==> config.mk <==
export PLATFORM = sky130hd
export DESIGN_NAME = serialXcvr
export DESIGN_NICKNAME = d
export VERILOG_FILES = /design/src/rtl/serialXcvrPkg.sv /design/src/rtl/serialXcvrPath.sv /design/src/rtl/serialXcvrCtrl.sv /design/src/rtl/serialXcvr.sv
export SDC_FILE = /design/constraint.sdc
export NUM_CORES = 1
export LEC_CHECK = 0
export ABC_CLOCK_PERIOD_IN_PS = 3600
export CORE_ASPECT_RATIO = 0.5
export CORE_UTILIZATION = 50
export CTS_CLUSTER_SIZE = 10
export DETAILED_ROUTE_END_ITERATION = 7
export PLACE_DENSITY = 0.81
export SLEW_MARGIN = 30
export SYNTH_ARGS = -nofsm -noshare
export SYNTH_HDL_FRONTEND = slang
export SYNTH_SLANG_ARGS = --single-unit
export TNS_END_PERCENT = 30
==> constraint.sdc <==
create_clock -name clk -period 3.6 [get_ports clk]
set_clock_uncertainty 0.15 [all_clocks]
set_input_delay 0.72 -clock clk [delete_from_list [all_inputs] [get_ports clk]]
set_output_delay 0.72 -clock clk [all_outputs]
set_load 0.01 [all_outputs]
==> src/rtl/serialXcvrPkg.sv <==
package serialXcvrPkg;

  localparam logic [1:0] REG_DATA = 2'd0;
  localparam logic [1:0] REG_STAT = 2'd1;
  localparam logic [1:0] REG_CTRL = 2'd2;

  typedef enum logic [1:0] {TX_IDLE, TX_START, TX_DATA, TX_STOP} txState_e;
  typedef enum logic [2:0] {RX_IDLE, RX_START, RX_DATA, RX_STOP, RX_HOLDLOW} rxState_e;
  typedef enum logic [1:0] {LINE_MARK, LINE_SPACE, LINE_DATA} lineSel_e;

  // strobes from control to datapath
  typedef struct packed {
    logic     txHoldWr;
    logic     txLoad;
    logic     txShift;
    lineSel_e lineSel;
    logic     rxSample;
    logic     rxCommit;
  } pathStrobe_t;

  typedef struct packed {
    logic breakSeen;
    logic frameErr;
    logic overrun;
    logic txIdle;
    logic txHoldEmpty;
    logic rxFull;
  } status_t;

  // layout matches the control register bits [5:0]
  typedef struct packed {
    logic       flowOff;
    logic       sendBreak;
    logic [3:0] rateSel;
  } ctrlReg_t;

endpackage

==> src/rtl/serialXcvrPath.sv <==
module serialXcvrPath
  import serialXcvrPkg::*;
#(
  parameter int BASE_DIV    = 2,
  parameter int SYNC_STAGES = 2
) (
  input  logic        clk,
  input  logic        rstN,
  input  logic [1:0]  addr,
  input  logic [7:0]  wrData,
  input  logic        wrEn,
  input  logic        rxd,
  input  logic        ctsN,
  input  pathStrobe_t strobe,
  input  status_t     status,
  output ctrlReg_t    ctrlReg,
  output logic        tick,
  output logic        rxdSync,
  output logic        ctsBlocked,
  output logic        rxShiftZero,
  output logic        txd,
  output logic [7:0]  rdData
);

  localparam int MAX_DIV = BASE_DIV * 16;
  localparam int DIV_W   = $clog2(MAX_DIV + 1);

  logic [SYNC_STAGES-1:0] rxdPipe, ctsPipe;
  logic [DIV_W-1:0]       divisor, divCnt;
  logic [7:0]             txHold, txShiftReg, rxShiftReg, rxHold;

  // input synchronisers, both lines idle high
  always_ff @(posedge clk or negedge rstN) begin
    if (!rstN) begin
      rxdPipe <= '1;
      ctsPipe <= '1;
    end else begin
      rxdPipe <= {rxdPipe[SYNC_STAGES-2:0], rxd};
      ctsPipe <= {ctsPipe[SYNC_STAGES-2:0], ctsN};
    end
  end

  assign rxdSync    = rxdPipe[SYNC_STAGES-1];
  assign ctsBlocked = ctsPipe[SYNC_STAGES-1] && !ctrlReg.flowOff;

  // sixteenth-bit tick, period computed from the rate index
  always_comb divisor = DIV_W'(BASE_DIV * (int'(ctrlReg.rateSel) + 1));
  assign tick = (divCnt == '0);

  always_ff @(posedge clk or negedge rstN) begin
    if (!rstN)     divCnt <= '0;
    else if (tick) divCnt <= divisor - DIV_W'(1);
    else           divCnt <= divCnt - DIV_W'(1);
  end

  always_ff @(posedge clk or negedge rstN) begin
    if (!rstN) begin
      ctrlReg    <= '0;
      txHold     <= '0;
      txShiftReg <= '0;
      rxShiftReg <= '0;
      rxHold     <= '0;
      txd        <= 1'b1;
    end else begin
      if (wrEn && addr == REG_CTRL) ctrlReg <= ctrlReg_t'(wrData[5:0]);
      if (strobe.txHoldWr) txHold <= wrData;
      if (strobe.txLoad)       txShiftReg <= txHold;
      else if (strobe.txShift) txShiftReg <= {1'b0, txShiftReg[7:1]};
      if (strobe.rxSample) rxShiftReg <= {rxdSync, rxShiftReg[7:1]};
      if (strobe.rxCommit) rxHold <= rxShiftReg;
      if (ctrlReg.sendBreak) txd <= 1'b0;
      else begin
        case (strobe.lineSel)
          LINE_SPACE: txd <= 1'b0;
          LINE_DATA:  txd <= txShiftReg[0];
          default:    txd <= 1'b1;
        endcase
      end
    end
  end

  assign rxShiftZero = (rxShiftReg == 8'h00);

  always_comb begin
    case (addr)
      REG_DATA: rdData = rxHold;
      REG_STAT: rdData = {2'b00, status.breakSeen, status.frameErr, status.overrun,
                          status.txIdle, status.txHoldEmpty, status.rxFull};
      REG_CTRL: rdData = {2'b00, ctrlReg};
      default:  rdData = 8'h00;
    endcase
  end

  // a full holding register is never overwritten
  a_r10_hold_kept: assert property (@(posedge clk) disable iff (!rstN)
    status.rxFull |=> $stable(rxHold));

  // a break request pulls the line low on the next cycle
  a_r5_break_low: assert property (@(posedge clk) disable iff (!rstN)
    ctrlReg.sendBreak |=> !txd);

endmodule

==> src/rtl/serialXcvrCtrl.sv <==
module serialXcvrCtrl
  import serialXcvrPkg::*;
(
  input  logic        clk,
  input  logic        rstN,
  input  logic [1:0]  addr,
  input  logic        wrEn,
  input  logic        rdEn,
  input  logic        tick,
  input  logic        rxdSync,
  input  logic        ctsBlocked,
  input  logic        rxShiftZero,
  input  logic        flowOff,
  input  logic        sendBreak,
  output pathStrobe_t strobe,
  output status_t     status,
  output logic        rtsN
);

  txState_e   txState;
  logic [3:0] txSub;
  logic [2:0] txBit;
  logic       txFull;

  rxState_e   rxState;
  logic [3:0] rxSub;
  logic [2:0] rxBit;
  logic       rxFull, overrunQ, frameErrQ, breakQ;

  logic txLoad, txHoldWr, txBitEnd;
  logic rxMid, rxEnd, stopEval, byteDone, breakHit, framingHit;
  logic statRead, dataRead;

  assign txHoldWr   = wrEn && addr == REG_DATA && !txFull;
  assign txLoad     = tick && txState == TX_IDLE && txFull && !ctsBlocked && !sendBreak;
  assign txBitEnd   = tick && txSub == 4'd15;

  assign rxMid      = tick && rxSub == 4'd7;
  assign rxEnd      = tick && rxSub == 4'd15;
  assign stopEval   = rxState == RX_STOP && rxEnd;
  assign byteDone   = stopEval && (rxdSync || !rxShiftZero);
  assign breakHit   = stopEval && !rxdSync && rxShiftZero;
  assign framingHit = stopEval && !rxdSync && !rxShiftZero;

  assign statRead   = rdEn && addr == REG_STAT;
  assign dataRead   = rdEn && addr == REG_DATA;

  always_comb begin
    strobe.txHoldWr = txHoldWr;
    strobe.txLoad   = txLoad;
    strobe.txShift  = txBitEnd && txState == TX_DATA;
    case (txState)
      TX_START: strobe.lineSel = LINE_SPACE;
      TX_DATA:  strobe.lineSel = LINE_DATA;
      default:  strobe.lineSel = LINE_MARK;
    endcase
    strobe.rxSample = rxEnd && rxState == RX_DATA;
    strobe.rxCommit = byteDone && !rxFull;
  end

  // transmit sequencer
  always_ff @(posedge clk or negedge rstN) begin
    if (!rstN) begin
      txState <= TX_IDLE;
      txSub   <= '0;
      txBit   <= '0;
      txFull  <= 1'b0;
    end else begin
      if (txLoad)        txFull <= 1'b0;
      else if (txHoldWr) txFull <= 1'b1;
      if (txState == TX_IDLE) begin
        if (txLoad) begin
          txState <= TX_START;
          txSub   <= '0;
        end
      end else if (tick) begin
        if (txSub == 4'd15) begin
          txSub <= '0;
          if (txState == TX_START) begin
            txState <= TX_DATA;
            txBit   <= '0;
          end else if (txState == TX_DATA) begin
            if (txBit == 3'd7) txState <= TX_STOP;
            else               txBit   <= txBit + 3'd1;
          end else begin
            txState <= TX_IDLE;
          end
        end else begin
          txSub <= txSub + 4'd1;
        end
      end
    end
  end

  // receive sequencer
  always_ff @(posedge clk or negedge rstN) begin
    if (!rstN) begin
      rxState <= RX_IDLE;
      rxSub   <= '0;
      rxBit   <= '0;
    end else begin
      case (rxState)
        RX_IDLE: if (tick && !rxdSync) begin
          rxState <= RX_START;
          rxSub   <= '0;
        end
        RX_START: if (rxMid) begin
          rxSub <= '0;
          if (!rxdSync) begin
            rxState <= RX_DATA;
            rxBit   <= '0;
          end else begin
            rxState <= RX_IDLE;
          end
        end else if (tick) rxSub <= rxSub + 4'd1;
        RX_DATA: if (rxEnd) begin
          rxSub <= '0;
          if (rxBit == 3'd7) rxState <= RX_STOP;
          else               rxBit   <= rxBit + 3'd1;
        end else if (tick) rxSub <= rxSub + 4'd1;
        RX_STOP: if (rxEnd) begin
          rxSub   <= '0;
          rxState <= rxdSync ? RX_IDLE : RX_HOLDLOW;
        end else if (tick) rxSub <= rxSub + 4'd1;
        default: if (rxdSync) rxState <= RX_IDLE;
      endcase
    end
  end

  // receive buffer state and sticky flags
  always_ff @(posedge clk or negedge rstN) begin
    if (!rstN) begin
      rxFull    <= 1'b0;
      overrunQ  <= 1'b0;
      frameErrQ <= 1'b0;
      breakQ    <= 1'b0;
    end else begin
      if (strobe.rxCommit) rxFull <= 1'b1;
      else if (dataRead)   rxFull <= 1'b0;
      overrunQ  <= (byteDone && rxFull) || (overrunQ && !statRead);
      frameErrQ <= framingHit || (frameErrQ && !statRead);
      breakQ    <= breakHit || (breakQ && !statRead);
    end
  end

  assign rtsN = !flowOff && rxFull && rxState != RX_IDLE;

  always_comb begin
    status.rxFull      = rxFull;
    status.txHoldEmpty = !txFull;
    status.txIdle      = txState == TX_IDLE && !txFull;
    status.overrun     = overrunQ;
    status.frameErr    = frameErrQ;
    status.breakSeen   = breakQ;
  end

  // a blocked transmitter stays idle
  a_r6_hold_when_blocked: assert property (@(posedge clk) disable iff (!rstN)
    (txState == TX_IDLE && ctsBlocked) |=> txState == TX_IDLE);

  // a filled holding register keeps its byte until it is loaded
  a_r3_full_until_load: assert property (@(posedge clk) disable iff (!rstN)
    (txFull && !txLoad) |=> txFull);

  // the overrun flag drops only after a status read
  a_r12_overrun_read_clear: assert property (@(posedge clk) disable iff (!rstN)
    $fell(overrunQ) |-> $past(statRead));

  // a detected break never hands a byte to the holding register
  a_r8_break_no_byte: assert property (@(posedge clk) disable iff (!rstN)
    $rose(breakQ) |-> $past(!strobe.rxCommit));

endmodule

==> src/rtl/serialXcvr.sv <==
module serialXcvr
  import serialXcvrPkg::*;
#(
  parameter int BASE_DIV    = 2,
  parameter int SYNC_STAGES = 2
) (
  input  logic       clk,
  input  logic       rstN,
  input  logic [1:0] addr,
  input  logic [7:0] wrData,
  input  logic       wrEn,
  input  logic       rdEn,
  output logic [7:0] rdData,
  input  logic       rxd,
  output logic       txd,
  input  logic       ctsN,
  output logic       rtsN
);

  pathStrobe_t strobeW;
  status_t     statusW;
  ctrlReg_t    ctrlRegW;
  logic        tickW, rxdSyncW, ctsBlockedW, rxShiftZeroW;

  serialXcvrCtrl u_ctrl (
    .clk        (clk),
    .rstN       (rstN),
    .addr       (addr),
    .wrEn       (wrEn),
    .rdEn       (rdEn),
    .tick       (tickW),
    .rxdSync    (rxdSyncW),
    .ctsBlocked (ctsBlockedW),
    .rxShiftZero(rxShiftZeroW),
    .flowOff    (ctrlRegW.flowOff),
    .sendBreak  (ctrlRegW.sendBreak),
    .strobe     (strobeW),
    .status     (statusW),
    .rtsN       (rtsN)
  );

  serialXcvrPath #(
    .BASE_DIV   (BASE_DIV),
    .SYNC_STAGES(SYNC_STAGES)
  ) u_path (
    .clk        (clk),
    .rstN       (rstN),
    .addr       (addr),
    .wrData     (wrData),
    .wrEn       (wrEn),
    .rxd        (rxd),
    .ctsN       (ctsN),
    .strobe     (strobeW),
    .status     (statusW),
    .ctrlReg    (ctrlRegW),
    .tick       (tickW),
    .rxdSync    (rxdSyncW),
    .ctsBlocked (ctsBlockedW),
    .rxShiftZero(rxShiftZeroW),
    .txd        (txd),
    .rdData     (rdData)
  );

  // request-to-send is withdrawn only with a byte waiting
  a_r9_rts_needs_full: assert property (@(posedge clk) disable iff (!rstN)
    rtsN |-> statusW.rxFull);

endmodule

==> impl_metrics.py <==
metrics = {
    "outcome": {
        "status": "complete, no violations",
    },
    "yosys": {
        "async_flop_share_pct": 100,
        "synth_fp_nets": 365,
        "synth.area.top_cells": "dfrtp_1 46%, mux2_2 11%, mux2i_1 4.8%",
        "synth.top_cell.area_share_pct": 45.7,
        "syn_avg_cell_area_um2": 11.0,
        "synth_seq_cells": 73,
        "ys.flop_type": "dfrtp_1",
        "netlist_instances": 337,
        "synth_common_cells": "68 x dfrtp_1, 35 x mux2_2, 27 x nor2_1",
        "yosysTopAreaCell": "dfrtp_1",
        "synth_edf_count": 0,
        "synthesis.area_mm2": 0.00372,
        "yosys.cell_count.top_type": "dfrtp_1",
        "ys_seq_area_share_pct": 49.3,
        "ys_types": 52,
        "yosysWarnings": 0,
    },
    "timing": {
        "maxSlewHeadroom_pct": 44.5,
        "min_period_ps": 3410,
        "worstMarginPinSlew_ps": 833,
        "min_period_over_period_pct": 94.6,
        "fmax_mhz": 293,
        "hold_slack_ps": 205,
        "setup_viol": 0,
        "hold_viol": 0,
        "layout_setup_ws_ps": 193,
        "rsz0062_at_grt": "false",
        "final_max_slew_viol_count": 0,
        "setup_tns_ps": 0,
    },
    "layout": {
        "layout-drive-gt1-share_pct": 19.0,
        "antenna_cells": 0,
        "fin_cells": 465,
        "layout.nets": 396,
        "area_growth_pct": 17.4,
        "fill_cells": 526,
    },
    "hold_path": {
        "hp-class": "reg -> reg",
    },
    "die": {
        "ios": 26,
        "initial_core_util_pct": 53.6,
        "core_area_mm2": 0.00694,
        "fp.dieH_um": 63,
        "die_w_um": 124,
        "die_area_mm2": 0.00781,
        "fp-row-count": 21,
    },
    "clock_network": {
        "cts-resized-gates": 0,
        "cts_root_buf": "clkbuf_16",
        "ctsHtreeMaxLevel": 3,
        "cts_setup_buffers": 0,
        "cts_num_sinks": 73,
        "numCtsBuffers": 9,
        "clk_latency_ps": 330,
        "cts_hold_buf": 0,
        "clk_pin_slew_worst_paths_ps": 50,
        "clockBufferDepth": 2,
        "cts_tree": "built",
    },
    "power_and_ir_drop": {
        "finalPower_mw": 2.71,
        "p_per_area_mw_per_mm2": 622,
        "peakVddDrop_mv": 0.362,
        "leakage_nw": 1.97,
    },
    "setup_path": {
        "crit_chain": "clkdlybuf4s50_1 > nor2b_1 > nand2_1 > o21ai_0 > clkdlybuf4s50_1",
        "cp.required_ps": 2730,
        "crit_top_cell": "clkdlybuf4s50_1",
        "critPathMaxStageDelay_ps": 630,
        "crit_path_max_fanout": 11,
        "cp-start-kind": "input pin",
        "worstPathArrival_ps": 2540,
        "worstSetupPathType": "in -> out",
        "critPathSlowestCell": "clkdlybuf4s50_1",
        "crit_path_end_kind": "primary output",
    },
    "detailed_routing": {
        "ant_nets": 0,
        "via_per_inst": 5.79,
        "wl_per_cell_um": 16.2,
        "drtIter0Drc": 159,
        "routed_wl_mm": 7.54,
        "vias": 2692,
        "post-route-drc-count": 0,
        "first_pass_iters": 5,
    },
    "grt": {
        "grt_first_pass_wirelength_mm": 12.5,
        "grt_usage_pct": 21.2,
        "overflow": 0,
        "grt_pass1_vias": 2660,
        "grt_max_degree": 39,
        "antenna_found_initial": 0,
    },
    "flow_run": {
        "drv_cap": 0,
    },
    "placement": {
        "dp_slack_ps": 217,
        "gp_congestion": 0.938,
        "port_buffers": 25,
        "dp_cells": 449,
        "dp_hpwl_mm": 5.41,
    },
}
[sequential cells by signal, summed over array words and instances, names as in the netlist]
signal,flops
u_path.txHold,8
u_path.ctrlReg,6
u_ctrl.txBit,3
u_ctrl.txFull,1
u_ctrl.txState,2
u_path.txd,1
u_path.rxHold,8
u_ctrl.rxBit,3
u_ctrl.txSub,4
u_path.txShiftReg,8
u_ctrl.overrunQ,1
u_path.rxdPipe,2
u_ctrl.frameErrQ,1
u_ctrl.breakQ,1
u_path.divCnt,6
u_ctrl.rxSub,4
u_path.ctsPipe,2
u_path.rxShiftReg,8
u_ctrl.rxFull,1
u_ctrl.rxState,3
[cell type report]
| type | instances | area [um^2] | area share (%) |
|---|---|---|---|
| multi-input cells | 238 | 1750 | 40.1 |
| well taps | 92 | 115 | 2.64 |
| clock inverters | 7 | 93.8 | 2.15 |
| flip-flops and latches | 73 | 1830 | 42.0 |
| clock buffers | 9 | 225 | 5.16 |
| repair buffers | 31 | 290 | 6.65 |
| inverters | 15 | 56.3 | 1.29 |
[logic make-up after synthesis]
group / after synthesis / synth area share (%)
compound gates: 63 / 11.2
xor+xnor: 7 / 1.65
fa+ha+maj: 12 / 4.03
buf+inv: 26 / 3.63
flops: 73 / 49.3
mux: 53 / 15.4
simple gates: 103 / 14.8
[worst max-delay path, delay by kind of cell]
family / cells / cell delay (ps)
AOI/OAI and AO/OA: 1 / 100
and+or+nand+nor: 2 / 500
buffers and inverters: 2 / 1220
[layer usage]
layer,vias to the layer above,track usage [%],wire (um)
met3,23,5.47,414
li1,1280,-,-
met1,1298,27.8,3320
met5,-,0,0
met4,0,9.97,213
met2,91,32.9,3600
[where the power goes]
group / switching (mW) / internal, mW
clock: 0.339 / 0.606
combinational: 0.307 / 0.291
sequential: 0.164 / 1.01
total: 0.809 / 1.90
[final timing paths]
path | from | slack (ps) | depth (start not counted) | end
worst max-delay path | addr[0] | 190 | 5 | rdData[1]
worst min-delay path | u_path.rxdPipe[0]$_DFF_PN1_ | 200 | 0 | u_path.rxdPipe[1]$_DFF_PN1_
worst max register to register | u_path.divCnt[0]$_DFF_PN0_ | 650 | 6 | u_path.rxHold[4]$_DFFE_PN0P_
worst min register to register | u_path.rxdPipe[0]$_DFF_PN1_ | 200 | 0 | u_path.rxdPipe[1]$_DFF_PN1_
max in group asynchronous | rstN | 2140 | 2 | u_path.rxdPipe[1]$_DFF_PN1_
min in group asynchronous | rstN | 340 | 1 | u_path.rxHold[6]$_DFFE_PN0P_
[metrics by stage]
step	area (um^2)	utilization [%]
6_report	4370	63.0
5_1_grt	4370	63.0
4_1_cts	4370	63.0
3_5_place_dp	4050	58.4
3_3_place_gp	4050	58.4
2_1_floorplan	3720	-
[layout by cell type (no fill, tap or decap), types with 3 or more instances in the layout]
cell and count:
dfrtp_1 68, mux2_2 35, nor2_1 27, clkdlybuf4s50_1 24
nand2_1 19, a21oi_1 19, mux2i_1 18, inv_1 15
o21ai_0 12, ha_1 12, nor3_1 10, nor2b_1 9
nand3_1 9, clkbuf_16 9, buf_4 6, a31oi_1 5
nand2b_1 5, dfstp_2 5, nand3b_1 4, xor2_1 4
xnor2_1 3, a22o_1 3, a21o_1 3, and3_1 3
a211o_1 3, o41ai_1 3, o2bb2ai_1 3
Power figures use the tool's default switching activity.
